`src/rtl/adc_acq_pkg.sv`:
```
package adc_acq_pkg;

    localparam int WORD_W  = 32;
    localparam int SAMP_W  = 12;
    localparam int PIN_W   = 6;
    localparam int XSEL_W  = 3;
    localparam int MUX_CNT = 4;
    localparam int SW_W    = 6;

    // switch-control bit positions
    localparam int SW_PRE_LO   = 0;
    localparam int SW_PRE_HI   = 1;
    localparam int SW_PRE_DIAG = 2;
    localparam int SW_GAP      = 3;
    localparam int SW_INPUT    = 4;
    localparam int SW_DREF     = 5;

    localparam logic [SW_W-1:0] SW_OVERLAP = (SW_W'(1) << SW_INPUT) | (SW_W'(1) << SW_DREF);

    typedef enum logic [1:0] {
        PRE_NONE = 2'd0,
        PRE_LO   = 2'd1,
        PRE_HI   = 2'd2,
        PRE_DIAG = 2'd3
    } pre_mode_e;

    typedef enum logic [1:0] {
        OVL_NONE     = 2'd0,
        OVL_SPLIT    = 2'd1,
        OVL_WHOLE    = 2'd2,
        OVL_SELFTEST = 2'd3
    } ovl_mode_e;

    typedef enum logic [2:0] {
        PH_IDLE,
        PH_PRE,
        PH_GAP,
        PH_SAMP_A,
        PH_SAMP_B
    } phase_e;

    typedef struct packed {
        logic              alt_cal;
        logic [SAMP_W-1:0] samp_time;
        ovl_mode_e         ovl;
        pre_mode_e         pre;
        logic              xmux_en;
        logic [XSEL_W-1:0] xmux_sel;
        logic [1:0]        port;
        logic [PIN_W-1:0]  pin;
    } acq_cfg_t;

    function automatic acq_cfg_t unpack_cfg(input logic [WORD_W-1:0] w);
        acq_cfg_t c;
        c.pin       = w[5:0];
        c.port      = w[7:6];
        c.xmux_sel  = w[10:8];
        c.xmux_en   = w[11];
        c.pre       = pre_mode_e'(w[13:12]);
        c.ovl       = ovl_mode_e'(w[15:14]);
        c.samp_time = w[27:16];
        c.alt_cal   = w[31];
        return c;
    endfunction

    // last index of a count that treats zero as one
    function automatic logic [SAMP_W-1:0] samp_last(input logic [SAMP_W-1:0] t);
        return (t == '0) ? '0 : t - SAMP_W'(1);
    endfunction

    function automatic logic [SW_W-1:0] sw_decode(input phase_e ph, input acq_cfg_t c);
        logic [SW_W-1:0] s;
        s = '0;
        unique case (ph)
            PH_PRE: begin
                unique case (c.pre)
                    PRE_LO:   s[SW_PRE_LO]   = 1'b1;
                    PRE_HI:   s[SW_PRE_HI]   = 1'b1;
                    PRE_DIAG: s[SW_PRE_DIAG] = 1'b1;
                    default:  s = '0;
                endcase
            end
            PH_GAP:    s[SW_GAP] = 1'b1;
            PH_SAMP_A: begin
                unique case (c.ovl)
                    OVL_NONE:     s[SW_INPUT] = 1'b1;
                    OVL_SELFTEST: s[SW_DREF]  = 1'b1;
                    default:      s = SW_OVERLAP;
                endcase
            end
            PH_SAMP_B: s[SW_INPUT] = 1'b1;
            default:   s = '0;
        endcase
        return s;
    endfunction

endpackage

```
`src/rtl/acq_cfg_latch.sv`:
```
module acq_cfg_latch
    import adc_acq_pkg::*;
(
    input  logic     clk,
    input  logic     rst,
    input  logic     accept_i,
    input  acq_cfg_t cfg_in_i,
    output acq_cfg_t cfg_q_o
);

    always_ff @(posedge clk) begin
        if (rst) begin
            cfg_q_o <= '0;
        end else if (accept_i) begin
            cfg_q_o <= cfg_in_i;
        end
    end

endmodule

```
`src/rtl/acq_phase_fsm.sv`:
```
module acq_phase_fsm
    import adc_acq_pkg::*;
#(
    parameter int PRE_W = 10
) (
    input  logic             clk,
    input  logic             rst,
    input  logic             start_i,
    input  acq_cfg_t         cfg_in_i,
    input  acq_cfg_t         cfg_q_i,
    input  logic [PRE_W-1:0] precond_i,
    output logic             accept_o,
    output logic             busy_o,
    output logic             done_o,
    output logic [SW_W-1:0]  sw_o
);

    localparam int CNT_W = (PRE_W > SAMP_W) ? PRE_W : SAMP_W;

    phase_e           phase_q;
    logic [CNT_W-1:0] cnt_q;
    logic             done_q;
    logic [CNT_W-1:0] pre_last;
    logic [CNT_W-1:0] samp_last_in;
    logic [CNT_W-1:0] samp_last_q;

    assign accept_o     = start_i && (phase_q == PH_IDLE);
    assign pre_last     = (precond_i == '0) ? '0 : CNT_W'(precond_i) - CNT_W'(1);
    assign samp_last_in = CNT_W'(samp_last(cfg_in_i.samp_time));
    assign samp_last_q  = CNT_W'(samp_last(cfg_q_i.samp_time));

    always_ff @(posedge clk) begin
        if (rst) begin
            phase_q <= PH_IDLE;
            cnt_q   <= '0;
            done_q  <= 1'b0;
        end else begin
            done_q <= 1'b0;
            unique case (phase_q)
                PH_IDLE: begin
                    if (accept_o) begin
                        if (cfg_in_i.pre != PRE_NONE) begin
                            phase_q <= PH_PRE;
                            cnt_q   <= pre_last;
                        end else begin
                            phase_q <= PH_SAMP_A;
                            cnt_q   <= samp_last_in;
                        end
                    end
                end
                PH_PRE: begin
                    if (cnt_q == '0) phase_q <= PH_GAP;
                    else             cnt_q   <= cnt_q - CNT_W'(1);
                end
                PH_GAP: begin
                    phase_q <= PH_SAMP_A;
                    cnt_q   <= samp_last_q;
                end
                PH_SAMP_A: begin
                    if (cnt_q != '0) begin
                        cnt_q <= cnt_q - CNT_W'(1);
                    end else if (cfg_q_i.ovl == OVL_SPLIT) begin
                        phase_q <= PH_SAMP_B;
                        cnt_q   <= samp_last_q;
                    end else begin
                        phase_q <= PH_IDLE;
                        done_q  <= 1'b1;
                    end
                end
                PH_SAMP_B: begin
                    if (cnt_q != '0) begin
                        cnt_q <= cnt_q - CNT_W'(1);
                    end else begin
                        phase_q <= PH_IDLE;
                        done_q  <= 1'b1;
                    end
                end
                default: phase_q <= PH_IDLE;
            endcase
        end
    end

    assign busy_o = (phase_q != PH_IDLE);
    assign done_o = done_q;
    assign sw_o   = sw_decode(phase_q, cfg_q_i);

    // one switch group at a time, overlap pair the only combination
    a_r13_switch_groups: assert property (@(posedge clk) disable iff (rst)
        busy_o |-> (($countones(sw_o) == 1) || (sw_o == SW_OVERLAP)));
    // all switches open while idle
    a_r13_idle_open: assert property (@(posedge clk) disable iff (rst)
        !busy_o |-> (sw_o == '0));
    // leaving a precharge always passes through the break cycle
    a_r5_break_after_pre: assert property (@(posedge clk) disable iff (rst)
        (|sw_o[SW_PRE_DIAG:SW_PRE_LO]) |=> ((|sw_o[SW_PRE_DIAG:SW_PRE_LO]) || sw_o[SW_GAP]));
    // the break lasts one cycle and is followed by sampling
    a_r5_break_single: assert property (@(posedge clk) disable iff (rst)
        sw_o[SW_GAP] |=> (!sw_o[SW_GAP] && (sw_o[SW_INPUT] || sw_o[SW_DREF])));
    // busy ends exactly when the completion pulse appears
    a_r2_done_ends_busy: assert property (@(posedge clk) disable iff (rst)
        $fell(busy_o) |-> done_o);
    // completion pulse never overlaps busy and lasts one cycle
    a_r2_done_pulse: assert property (@(posedge clk) disable iff (rst)
        done_o |-> (!busy_o && $past(busy_o)));

endmodule

```
`src/rtl/acq_route.sv`:
```
module acq_route
    import adc_acq_pkg::*;
#(
    parameter int INSTANCE_ID = 0
) (
    input  logic               clk,
    input  logic               rst,
    input  logic               accept_i,
    input  acq_cfg_t           cfg_in_i,
    output logic [PIN_W-1:0]   pin_o,
    output logic [MUX_CNT-1:0] grant_o,
    output logic [XSEL_W-1:0]  xsel_o
);

    logic [MUX_CNT-1:0] grant_next;

    generate
        if (INSTANCE_ID == 0) begin : g_lead
            always_comb begin
                grant_next = '0;
                grant_next[cfg_in_i.port] = 1'b1;
            end
        end else begin : g_local
            assign grant_next = MUX_CNT'(1);
        end
    endgenerate

    always_ff @(posedge clk) begin
        if (rst) begin
            pin_o   <= '0;
            grant_o <= MUX_CNT'(1);
            xsel_o  <= '0;
        end else if (accept_i) begin
            pin_o   <= cfg_in_i.pin;
            grant_o <= grant_next;
            if (cfg_in_i.xmux_en) xsel_o <= cfg_in_i.xmux_sel;
        end
    end

    // select lines only move on an accepted start with enable set
    a_r10_sel_hold: assert property (@(posedge clk) disable iff (rst)
        !(accept_i && cfg_in_i.xmux_en) |=> $stable(xsel_o));
    // exactly one multiplexer is granted at all times
    a_r11_grant_onehot: assert property (@(posedge clk) disable iff (rst)
        $countones(grant_o) == 1);

endmodule

```
`src/rtl/adc_acq_sequencer.sv`:
```
module adc_acq_sequencer
    import adc_acq_pkg::*;
#(
    parameter int PRE_W       = 10,
    parameter int INSTANCE_ID = 0
) (
    input  logic               clk,
    input  logic               rst,
    input  logic               start_i,
    input  logic [WORD_W-1:0]  cfg_word_i,
    input  logic [PRE_W-1:0]   precond_cycles_i,
    output logic [SW_W-1:0]    sw_ctl_o,
    output logic               busy_o,
    output logic               sample_done_o,
    output logic [PIN_W-1:0]   mux_pin_o,
    output logic [MUX_CNT-1:0] mux_grant_o,
    output logic [XSEL_W-1:0]  ext_sel_o,
    output logic               ext_en_o,
    output logic               alt_cal_o
);

    acq_cfg_t cfg_in;
    acq_cfg_t cfg_q;
    logic     accept;

    assign cfg_in = unpack_cfg(cfg_word_i);

    acq_cfg_latch u_latch (
        .clk      (clk),
        .rst      (rst),
        .accept_i (accept),
        .cfg_in_i (cfg_in),
        .cfg_q_o  (cfg_q)
    );

    acq_phase_fsm #(.PRE_W(PRE_W)) u_fsm (
        .clk       (clk),
        .rst       (rst),
        .start_i   (start_i),
        .cfg_in_i  (cfg_in),
        .cfg_q_i   (cfg_q),
        .precond_i (precond_cycles_i),
        .accept_o  (accept),
        .busy_o    (busy_o),
        .done_o    (sample_done_o),
        .sw_o      (sw_ctl_o)
    );

    acq_route #(.INSTANCE_ID(INSTANCE_ID)) u_route (
        .clk      (clk),
        .rst      (rst),
        .accept_i (accept),
        .cfg_in_i (cfg_in),
        .pin_o    (mux_pin_o),
        .grant_o  (mux_grant_o),
        .xsel_o   (ext_sel_o)
    );

    assign ext_en_o  = busy_o && cfg_q.xmux_en;
    assign alt_cal_o = cfg_q.alt_cal;

    // a start while busy leaves latched channel data untouched
    a_r3_busy_start_ignored: assert property (@(posedge clk) disable iff (rst)
        (busy_o && start_i) |=> ($stable(mux_pin_o) && $stable(alt_cal_o)));
    // external enable never active outside an acquisition
    a_r10_en_only_busy: assert property (@(posedge clk) disable iff (rst)
        ext_en_o |-> busy_o);

endmodule

```
`config.mk`:
```
export PLATFORM = sky130hd
export DESIGN_NAME = adc_acq_sequencer
export DESIGN_NICKNAME = d
export VERILOG_FILES = /design/src/rtl/adc_acq_pkg.sv /design/src/rtl/acq_cfg_latch.sv /design/src/rtl/acq_phase_fsm.sv /design/src/rtl/acq_route.sv /design/src/rtl/adc_acq_sequencer.sv
export SDC_FILE = /design/constraint.sdc
export NUM_CORES = 1
export LEC_CHECK = 0
export ABC_AREA = 1
export BUFFER_PORTS_ARGS = -buffer_cell sky130_fd_sc_hd__clkbuf_2
export CAP_MARGIN = 20
export CORE_ASPECT_RATIO = 0.8
export CORE_MARGIN = 5
export CORE_UTILIZATION = 50
export CTS_CLUSTER_DIAMETER = 60
export DETAILED_ROUTE_END_ITERATION = 6
export GPL_TIMING_DRIVEN = 0
export PLACE_DENSITY = 0.73
export SYNTH_ARGS = -nofsm -noshare
export SYNTH_HDL_FRONTEND = slang
export SYNTH_SLANG_ARGS = --single-unit
```
`constraint.sdc`:
```
create_clock -name clk -period 2.4 [get_ports clk]
set_clock_uncertainty 0.15 [all_clocks]
set_input_delay 0.12 -clock clk [delete_from_list [all_inputs] [get_ports clk]]
set_output_delay 0.12 -clock clk [all_outputs]
set_load 0.02 [all_outputs]
```
; Word-level counts from Yosys, hierarchy flattened
; Index checks and enable logic that the tools add are counted.
[word_totals]
romBits = 0
mem_count = 0
inputBits = 45
output_inout_bits = 23
word_cells = 81
register_bits = 47
latchBits = 0
ramBits = 0
[classes]
n_div = 0
n_bitwise = 0
n_shift = 0
eq_ne = 16
n_mul = 0
addsub = 4
magnitude_cmp = 2
reduce_logical = 16
muxes = 32
[op_table]
columns = cell, count
row1 = two-way mux 12 bit, 9
row2 = case mux 12 bit (5 select lines), 1
row3 = logical NOT 12 bit, 3
row4 = subtractor 12 x 1 -> 12 bit (second input constant), 3
row5 = two-way mux 3 bit, 6
row6 = case mux 3 bit (5 select lines), 1
row7 = nonzero test 12 bit, 1
row8 = two-way mux 1 bit, 11
row9 = subtractor 10 x 1 -> 11 bit (second input constant), 1
row10 = logical NOT 10 bit, 1
row11 = != test 2 bit (second input constant), 4
row12 = equality test 2 bit (second input constant), 3
row13 = equality test 3 x 2 -> 1 bit (second input constant), 2
row14 = AND reduction 5 bit, 1
row15 = nonzero test 5 bit, 1
row16 = equality test 2 x 1 -> 1 bit (second input constant), 2
row17 = != test 2 x 1 -> 1 bit (second input constant), 2
row18 = case mux 1 bit (2 select lines), 2
row19 = AND reduction 4 bit, 1
row20 = equality test 3 x 1 -> 1 bit (second input constant), 1
row21 = equality test 3 bit (second input constant), 1
row22 = logical AND 1 bit, 3
row23 = logical NOT 3 bit, 1
row24 = less-than comparator 2 x 3 -> 1 bit (second input constant), 1
row25 = other kinds (8), 8

; Depth between registers and ports, before layout
; Gate-level depths: netlist of run 1.
[logic_depth]
ltp_word = 5
depth_mapped = 14

; Modules after synthesis
; Synthesis of run 1 repeated with hierarchy kept, for this count alone.
[unflattened]
hier_cells = 654
hier_area_um2 = 3906.2
[by_module_without_submodules]
columns = module, cells_per_inst, seq_area_each_um2, area_each_um2, instances
row1 = acq_phase_fsm, 409, 320.3, 2248.4, 1
row2 = acq_cfg_latch, 184, 580.6, 1183.6, 1
row3 = acq_route, 59, 260.2, 466.7, 1
row4 = adc_acq_sequencer, 2, 0.0, 7.5, 1

; Worst setup path after synthesis of run 1
; Ideal clock, no wire load.
[synth_path]
path_kind = register -> register
start = register u_fsm.cnt_q[0]
end = register u_fsm.cnt_q[0]
required_ns = 2.118
stages_incl_launch_ff = 13
path_buffers = 1
setup_slack_ns = 0.766
setup_ns = 0.132
arrival_ns = 1.352
cell_sequence = dfxtp_1 inv_1 ha_1 nand2_1 nor2_1 nand2_1 nand2_1 nand2_1 buf_4 a21oi_1 o21ai_0 nand2_1 a21oi_1
[synth_via]
elab_chain_cells = 3
[synth_lines]
columns = element, line
row1 = "start, declared", acq_phase_fsm.sv:21  ; logic [CNT_W-1:0] cnt_q;
row2 = "start signal, assigned", acq_phase_fsm.sv:44  ; cnt_q <= pre_last;
row3 = "start signal, assigned", acq_phase_fsm.sv:47  ; cnt_q <= samp_last_in;
row4 = "start signal, assigned", acq_phase_fsm.sv:53  ; else cnt_q <= cnt_q - CNT_W'(1);
row5 = subtractor 12 x 1 -> 12 bit (tied with other cells), "acq_phase_fsm.sv:53, acq_phase_fsm.sv:61, acq_phase_fsm.sv:72"
row6 = two-way mux 12 bit (tied with other cells), acq_phase_fsm.sv:71  ; if (cnt_q != '0) begin
row7 = case mux 12 bit (5 select lines) / AND reduction 5 bit (equally long branches), --
; Parallel ways exist; a longest one is shown, timed or not. The select of a mux whose other input is x is not followed.
; A chain may end at the register's enable or synchronous reset.

; Worst setup path after layout of run 1
[layout_path]
start = register u_fsm.phase_q[2]
end = register u_route.xsel_o[0]
[layout_via]
elab_chain_cells = 3
[layout_lines]
columns = element, line
row1 = "start, declared", acq_phase_fsm.sv:20  ; phase_e phase_q;
row2 = "start signal, assigned", acq_phase_fsm.sv:34  ; phase_q <= PH_IDLE;
row3 = "start signal, assigned", acq_phase_fsm.sv:43  ; phase_q <= PH_PRE;
row4 = "start signal, assigned", acq_phase_fsm.sv:46  ; phase_q <= PH_SAMP_A;
row5 = logical NOT 3 bit, acq_phase_fsm.sv:27  ; assign accept_o = start_i && (phase_q == PH_IDLE);
row6 = logical AND 1 bit, acq_phase_fsm.sv:27
row7 = AND reduction 2 bit (no source line), --
row8 = "end signal, assigned", acq_route.sv:36  ; if (cfg_in_i.xmux_en) xsel_o <= cfg_in_i.xmux_sel;
row9 = "end, declared", acq_route.sv:12  ; output logic [XSEL_W-1:0] xsel_o
; No other way between the ends.

==> results of run 1 <==
==> synthesized netlist by cell type, drive strengths merged (2+ instances only) <==
library cell and n:
ha 7, nor2 76, o21bai 2, clkinv 3, clkbuf 4, dfxtp 47, xnor2 6, nand3 55
nor3 8, nand4 5, nand2 107, inv 66, o21ai 41, a21o 2, a21oi 47, buf 11
xor2 17
==> worst max path at each step <==
stage / startpoint / endpoint / slack (ns) / depth (start not counted)
after CTS: u_fsm.phase_q[2] / u_route.grant_o[0] / 0.23 / 10
after global routing: u_fsm.phase_q[2] / u_route.xsel_o[0] / 0.04 / 9
after detailed placement: u_fsm.cnt_q[0] / u_fsm.cnt_q[4] / 0.50 / 12
after global placement: u_fsm.cnt_q[0] / u_fsm.cnt_q[4] / 0.50 / 12
final: u_fsm.phase_q[2] / u_route.xsel_o[0] / 0.18 / 9
after floorplan: u_fsm.cnt_q[0] / u_fsm.cnt_q[0] / 0.77 / 12
==> registers in the layout (all words and copies together), names as in the netlist <==
| name | count |
|---|---|
| u_fsm.done_o | 1 |
| u_fsm.phase_q | 3 |
| u_route.grant_o | 4 |
| u_fsm.cnt_q | 12 |
| u_latch.cfg_q_o | 18 |
| u_route.pin_o | 6 |
| u_route.xsel_o | 3 |
==> area by class of cell <==
type                       count  share of cell area (%)
sequential                    47                    23.5
inverter                      69                    6.62
clock buffer                   5                    1.72
timing repair buffer          90                    14.5
clock inverter                 3                    1.09
tap                           84                    2.62
multi-input combinational    378                    47.7
buffer                        15                    2.28
==> through the flow <==
stage,instance area [µm²],setup WS (ns),total power [mW],utilization [%]
floorplan,3210,0.766,3.28,-
global placement,3630,0.502,3.90,57.5
CTS,4000,0.234,4.57,63.4
global route,4010,0.0389,5.02,63.5
detailed placement,3630,0.499,3.94,57.5
finish,4010,0.184,4.63,63.5
==> worst min-delay path: cells and delay by family <==
kind | cells | cell delay (ns)
buffers and inverters | 2 | 0.20
AO/OA/AOI/OAI | 1 | 0.09
==> kinds of logic (layout without fill, tap and decap cells) <==
logic type | count (synthesis) | after routing | synth area share, %
fa+ha+maj | 7 | 7 | 2.73
flops | 47 | 47 | 29.4
simple gates | 252 | 252 | 34.8
compound gates | 96 | 96 | 15.8
xor+xnor | 23 | 23 | 6.28
buf+inv | 84 | 182 | 11.0
==> cells in the final DEF (no fill, tap or decap), types with 5 or more instances in the layout <==
master | Yosys | final
clkbuf_8 | 0 | 5
nor2_1 | 67 | 67
nor2_2 | 6 | 6
clkbuf_2 | 0 | 64
o21ai_1 | 6 | 6
inv_1 | 62 | 62
dfxtp_1 | 47 | 47
nand4_1 | 5 | 5
a21oi_1 | 46 | 46
ha_1 | 7 | 7
o21ai_0 | 35 | 35
xnor2_1 | 6 | 6
nand3_1 | 53 | 53
nand2_1 | 104 | 104
dlygate4sd3_1 | 0 | 26
xor2_1 | 17 | 17
nor3_1 | 8 | 8
==> per-layer routing <==
layer	GRT usage (%)	up-vias	wire length [µm]
met1	33.7	1656	4430
li1	-	1833	-
met3	3.65	10	555
met5	0	-	0
met4	4.09	0	57
met2	37.5	103	4360
==> power by group through the flow <==
| stage | Combinational, mW | Sequential [mW] | Clock (mW) |
|---|---|---|---|
| global placement | 2.64 | 1.26 | 0 |
| CTS | 2.73 | 1.25 | 0.593 |
| floorplan | 1.98 | 1.30 | 0 |
| global route | 3.11 | 1.28 | 0.630 |
| finish | 2.79 | 1.25 | 0.592 |
| detailed placement | 2.67 | 1.26 | 0 |
==> what timing repair did <==
item,CTS,global route
hold buffers,26,0
hold endpoints to repair,23,0
endpoints found under the setup margin,0,1
resized for setup,0,1
==> flow_summary.ini, run 1 <==
[run_status]
status = completed

[pwr]
pwr_density_cell_mw_per_mm2 = 1160
power_frac_clock_pct = 12.8
p_sw_share_pct = 49.3
internal_power_mw = 2.35
switching_power_mw = 2.29
ir_drop_v = 0.000506
power_leakage_nw = 1.94
seqPwrFrac_pct = 27.1
comb_power_share_pct = 60.1

[route]
wl_per_cell_um = 13.6
drt-total-wl_um = 9410
viasPerCell = 5.21
first_iter_violations = 251
vias = 3602
drc = 0
drt_pre_antenna_iters = 5
drtAntennaViolNets = 0

[placement]
place_congestion = 0.899
dp_hpwl_um = 7140
port_buffers = 64
dp.cells = 657

[die]
rows = 26
dieWidth_um = 99.5
die_h_um = 81.6
start_util_pct = 50.8
die_area_mm2 = 0.00812
core-area_mm2 = 0.00631
io_pins = 68

[logic_synthesis]
synth.distinct_cells = 36
synth-warning-count = 0
synth_top_area_share_pct = 29.4
netlist_area_mm2 = 0.00321
synth_top_area_cell = dfxtp_1
synth_nets = 561
synthFlopType = dfxtp_1
async_flop_share_pct = 0
yosysSeqAreaShare_pct = 29.4
synth_seq_cells = 47
synth-edff-count = 0
syn_inst = 509
synth_area_leaders = dfxtp_1 (29%), nand2_1 (12%), nand3_1 (8.3%)
syn_avg_cell_area_um2 = 6.30

[layout]
area_delta_synth_final_pct = 25.0
multi_input_area_mm2 = 0.00191
seqCellArea_um2 = 941
final_net_count = 658
layout.cells.non_filler = 691
num_antenna_cells = 0
nFillCells = 599
layout-drive-gt1-share_pct = 17.0

[hold_path]
hp-class = input pin to flip-flop
hold_end = u_latch.cfg_q_o[16]
hold_depth = 3
hp-start = cfg_word_i[16]

[setup_path]
path_class = flip-flop to flip-flop
critical_path.top_delay_family = buffers and inverters
arrival_ns = 2.29
timing.rr.start = u_fsm.phase_q[2]
end_kind = flip-flop
cp_num_buf_inv = 4
regToRegEndpoint = u_route.xsel_o[0]
slowest_stage = dlygate4sd3_1
crit_fanout = 10
cp.required_ns = 2.48
setup.worst_path.start_class = flip-flop
max_stage_delay_ns = 0.60
critPathMostFrequentCell = inv_2
cp_cell_sequence = inv_2 -> nand2_2 -> nor2_4 -> inv_2 -> nor2_2 -> clkbuf_4 -> nand3_1 -> dlygate4sd3_1 -> a21oi_1
ff2ff_setup_slack_ns = 0.18
reg2regPathDepth = 9

[timing]
worst_slew_pin_slew_ns = 0.547
finalCritPeriodShare_pct = 92.4
setup_tns_ns = 0
rsz0062_at_grt = false
hold_violations = 0
setup_viol = 0
period_needed_ns = 2.22
fmax_mhz = 451
drv_slew = 0
whs_ns = 0.00282
slew_headroom_pct = 63.5

[clock_network]
cts-root-buf = clkbuf_8
htreeDepth = 2
clkLatencyLatePin_ns = 0.31
clk_path_buf_depth = 2
clkSinkCount = 47
post_cts_buffers = 0
clkTransAtPathRegs_ns = 0.10
cts_made_buffers = 5
cts_tree = done

[global_route]
overflow = 0
grt_pass1_wl_um = 15400
track_usage_pct = 23.4
grt_pass1_vias = 3179
grt_max_degree = 16
antenna_found_initial = 0

[flow_run]
maxCapViolations = 0
Power figures use the tool's default switching activity.
==> inputs of run 2 (changes only) <==
- CORE_UTILIZATION: 50 -> 41
- PLACE_DENSITY: 0.73 -> 0.62
==> flow_summary.ini, run 2 (synthesis results as in run 1) <==
[run_status]
status = completed

[placement]
dp_hpwl_um = 7430
port_buffers = 64
place_congestion = 0.942
dp.cells = 678

[clock_network]
post_cts_buffers = 0
clkLatencyLatePin_ns = 0.31
htreeDepth = 2
cts_resized = 0
clkTransAtPathRegs_ns = 0.09
cts_made_buffers = 5
clk_path_buf_depth = 2
cts-root-buf = clkbuf_8
cts_tree = done
clkSinkCount = 47

[route]
drtAntennaViolNets = 0
drt_pre_antenna_iters = 6
drt-total-wl_um = 9510
drc = 0
wl_per_cell_um = 13.4
vias = 3556
first_iter_violations = 168
viasPerCell = 5.00

[global_route]
grt_pass1_vias = 3418
overflow = 0
antenna_found_initial = 0
track_usage_pct = 20.3
grt_pass1_wl_um = 15600
grt_max_degree = 16

[die]
core-area_mm2 = 0.00750
dieWidth_um = 109
start_util_pct = 42.8
die_area_mm2 = 0.00970
die_h_um = 89.1
rows = 28
io_pins = 68

[setup_path]
end_kind = flip-flop
setup.worst_path.start_class = flip-flop
timing.rr.start = u_fsm.phase_q[2]
cp.required_ns = 2.45
path_class = flip-flop to flip-flop
crit_fanout = 10
reg2regPathDepth = 10
regToRegEndpoint = u_route.grant_o[0]
ff2ff_setup_slack_ns = 0.20
arrival_ns = 2.25

[layout]
seqCellArea_um2 = 941
layout-drive-gt1-share_pct = 17.0
regMostFlops = u_latch.cfg_q_o
largest_reg_flops = 18
multi_input_area_mm2 = 0.00191
area_delta_synth_final_pct = 25.4
mostFrequentLayoutCell = nand2_1
post-route-util_pct = 53.6
final_net_count = 657
nFillCells = 779
layout.cells.non_filler = 711
top_regs = u_latch.cfg_q_o x18, u_fsm.cnt_q x12, u_route.pin_o x6
num_antenna_cells = 0
final_cell_mix = nand2_1 (104), nor2_1 (67), clkbuf_2 (64)

[timing]
worst_slew_pin_slew_ns = 0.563
setup_tns_ns = 0
whs_ns = 0.000498
drv_slew = 0
period_needed_ns = 2.20
finalCritPeriodShare_pct = 91.7
slew_headroom_pct = 62.5
setup_viol = 0
rsz0062_at_grt = false
hold_violations = 0
fmax_mhz = 454

[hold_path]
hold_depth = 3
hold_end = u_latch.cfg_q_o[16]
hp-start = cfg_word_i[16]
hp-class = input pin to flip-flop

[pwr]
pwr_density_cell_mw_per_mm2 = 1150
power_leakage_nw = 1.93
fin_total_pwr_mw = 4.64
ir_drop_v = 0.000538

[flow_run]
maxCapViolations = 0
[run 2: cell types whose count changed in the layout (fill, tap and decap cells not counted)]
cell / delta
dlygate4sd3_1: -1
buf_2: +1
clkbuf_4: -1
[run 2: per-layer routing]
layer  wire length, µm  vias to the layer above  global-route usage [%]
li1                  -                     1836                       -
met3               504                       17                    3.54
met2              4140                       98                    31.5
met5                 0                        -                       0
met1              4690                     1605                    28.7
met4               176                        0                    6.54
[run 2: critical path: stages (launching register included)]
cell and delay (ns):
dfxtp_1 0.37, inv_2 0.11, nand2_2 0.09, nor2_4 0.13, inv_2 0.06, nor2_2 0.13, inv_1 0.07, buf_2 0.18
a21oi_1 0.13, o31ai_1 0.09, dlygate4sd3_1 0.56
[run 2: layout make-up]
cell class | instances | area share [%]
sequential | 47 | 23.4
clock buffer | 5 | 1.71
inverter | 69 | 6.60
tap | 105 | 3.27
buffer | 15 | 2.21
timing repair buffer | 89 | 14.2
clock inverter | 3 | 1.09
multi-input combinational | 378 | 47.5
[run 2: power by group]
part | switching, mW | internal (mW) | leakage [nW]
clock network | 0.287 | 0.311 | 0.0581
logic | 1.80 | 0.997 | 1.49
registers | 0.212 | 1.04 | 0.388
[run 2: stage by stage]
step | worst slack (ns) | cell area [µm²]
after floorplan | 0.766 | 3210
after global placement | 0.499 | 3660
after detailed placement | 0.505 | 3660
after CTS | 0.224 | 4020
after global routing | 0.0631 | 4020
final | 0.199 | 4020
[run 2: worst max-delay path by stage]
stage	from	end	slack [ns]	depth (start not counted)
after global routing	u_fsm.phase_q[2]	u_route.xsel_o[0]	0.06	9
after detailed placement	u_fsm.cnt_q[0]	u_fsm.cnt_q[4]	0.51	9
after floorplan	u_fsm.cnt_q[0]	u_fsm.cnt_q[0]	0.77	12
after global placement	u_fsm.cnt_q[0]	u_fsm.cnt_q[6]	0.50	12
after CTS	u_fsm.phase_q[2]	u_route.grant_o[0]	0.22	10
final	u_fsm.phase_q[2]	u_route.grant_o[0]	0.20	10
[run 2: what timing repair did]
action	4_1_cts	5_1_grt
endpoints found under the hold margin	22	0
setup endpoints to repair	0	0
hold buffers	25	0
==> inputs of run 3 (changes only) <==
- PLACE_DENSITY: 0.62 -> 0.6
- SKIP_LAST_GASP: default -> 1
- SYNTH_HIERARCHICAL: default -> 1
==> flow_summary.ini, run 3 <==
[layout]
largest_reg_flops = 18
area_delta_synth_final_pct = 23.7
seqCellArea_um2 = 941
final_cell_mix = nand2_1 (157), nor2_1 (113), inv_1 (82)
mostFrequentLayoutCell = nand2_1
layout.cells.non_filler = 799
regMostFlops = u_latch/cfg_q_o
top_regs = u_latch/cfg_q_o x18, u_fsm/cnt_q x12, u_route/pin_o x6
layout-drive-gt1-share_pct = 16.0
final_net_count = 737
num_antenna_cells = 0
nFillCells = 904
multi_input_area_mm2 = 0.00210

[setup_path]
path_class = input pin to flip-flop
setup.worst_path.start_class = input pin
cp.required_ns = 2.42
arrival_ns = 2.21
end_kind = flip-flop
crit_fanout = 7

[flow_run]
maxCapViolations = 0

[timing]
slew_headroom_pct = 64.4
hold_violations = 0
rsz0062_at_grt = false
drv_slew = 0
worst_slew_pin_slew_ns = 0.533
setup_ws_ns = 0.208
fmax_mhz = 456
setup_tns_ns = 0
finalCritPeriodShare_pct = 91.3
period_needed_ns = 2.19
setup_viol = 0

[placement]
dp.cells = 764
port_buffers = 64
place_congestion = 0.886
dp_hpwl_um = 7460
dpl_worst_slack_ns = 0.236

[logic_synthesis]
syn_inst = 588
syn_avg_cell_area_um2 = 5.92
netlist_area_mm2 = 0.00348
synth-warning-count = 6
synth_nets = 639

[die]
die_h_um = 92.4
dieWidth_um = 113
core-area_mm2 = 0.00837
io_pins = 68
die_area_mm2 = 0.0104
start_util_pct = 41.6
rows = 30

[clock_network]
clk_path_buf_depth = 2
clkLatencyLatePin_ns = 0.31
cts-root-buf = clkbuf_8
clkTransAtPathRegs_ns = 0.10
clkSinkCount = 47
post_cts_buffers = 0
cts_tree = done
htreeDepth = 2
cts_made_buffers = 5

[pwr]
ir_drop_v = 0.000599
pwr_density_cell_mw_per_mm2 = 1200
power_leakage_nw = 2.23

[global_route]
overflow = 0
track_usage_pct = 18.2
grt_pass1_wl_um = 15700
grt_max_degree = 17
grt_pass1_vias = 3516
antenna_found_initial = 0

[route]
vias = 3808
drtAntennaViolNets = 0
drt-total-wl_um = 9410
drt_pre_antenna_iters = 4
first_iter_violations = 161
drc = 0
viasPerCell = 4.77
wl_per_cell_um = 11.8

[hold_path]
hp-class = input pin to flip-flop

[run_status]
status = completed
==> run 3: layout make-up <==
| class | count | area share [%] |
|---|---|---|
| clock inverters | 3 | 0.523 |
| well taps | 112 | 3.26 |
| clock buffers | 5 | 1.60 |
| inverters | 88 | 7.70 |
| repair buffers | 91 | 13.7 |
| multi-input cells | 438 | 48.9 |
| plain buffers | 15 | 2.44 |
| flip-flops and latches | 47 | 21.9 |
==> run 3: metrics by stage <==
step           area [µm²]  hold slack [ns]  util [%]  power, mW
4_1_cts              4300          0.00714      51.4       5.17
5_1_grt              4300           0.0272      51.4       5.69
3_3_place_gp         3940            0.192      47.1       4.58
2_1_floorplan        3480           0.0391         -       3.84
3_5_place_dp         3940            0.197      47.1       4.61
6_report             4300          0.00602      51.4       5.16
==> run 3: path summary, 6_finish.rpt <==
kind                          start                   to  slack (ns)  depth (start not counted)
hold / removal       cfg_word_i[25]  u_latch/cfg_q_o[25]       0.006                          5
hold reg to reg   u_route/xsel_o[1]    u_route/xsel_o[1]        0.32                          2
setup reg to reg     u_fsm/cnt_q[0]       u_fsm/cnt_q[3]        0.25                         12
setup / recovery     cfg_word_i[16]       u_fsm/cnt_q[7]        0.21                         13
==> run 3: worst max-delay path: stages <==
cell and delay, ns:
dlygate4sd3_1 0.54, clkbuf_2 0.14, inv_1 0.08, ha_1 0.22, nand3_1 0.19, nor2_1 0.18
nand2_1 0.07, nand2_1 0.17, inv_1 0.10, nand2_1 0.12, nand3_1 0.10, nand3_1 0.11
a21oi_1 0.07
==> run 3: timing repair <==
action | 4_1_cts | 5_1_grt
hold buffers | 27 | 0
setup endpoints to repair | 0 | 1
hold endpoints to repair | 30 | 0
resized for setup | 0 | 1
==> run 3: where the power goes <==
group | internal [mW] | switching (mW) | leakage [nW] | total (mW)
sequential | 1.04 | 0.228 | 0.388 | 1.27
clock | 0.211 | 0.300 | 0.0489 | 0.511
combinational | 1.25 | 2.12 | 1.80 | 3.37
total | 2.51 | 2.65 | 2.23 | 5.16
==> run 3: layer usage <==
layer	wire [µm]	GRT usage, %
met4	85	3.70
met1	4760	25.5
met3	407	3.14
met2	4170	29.3
met5	0	0
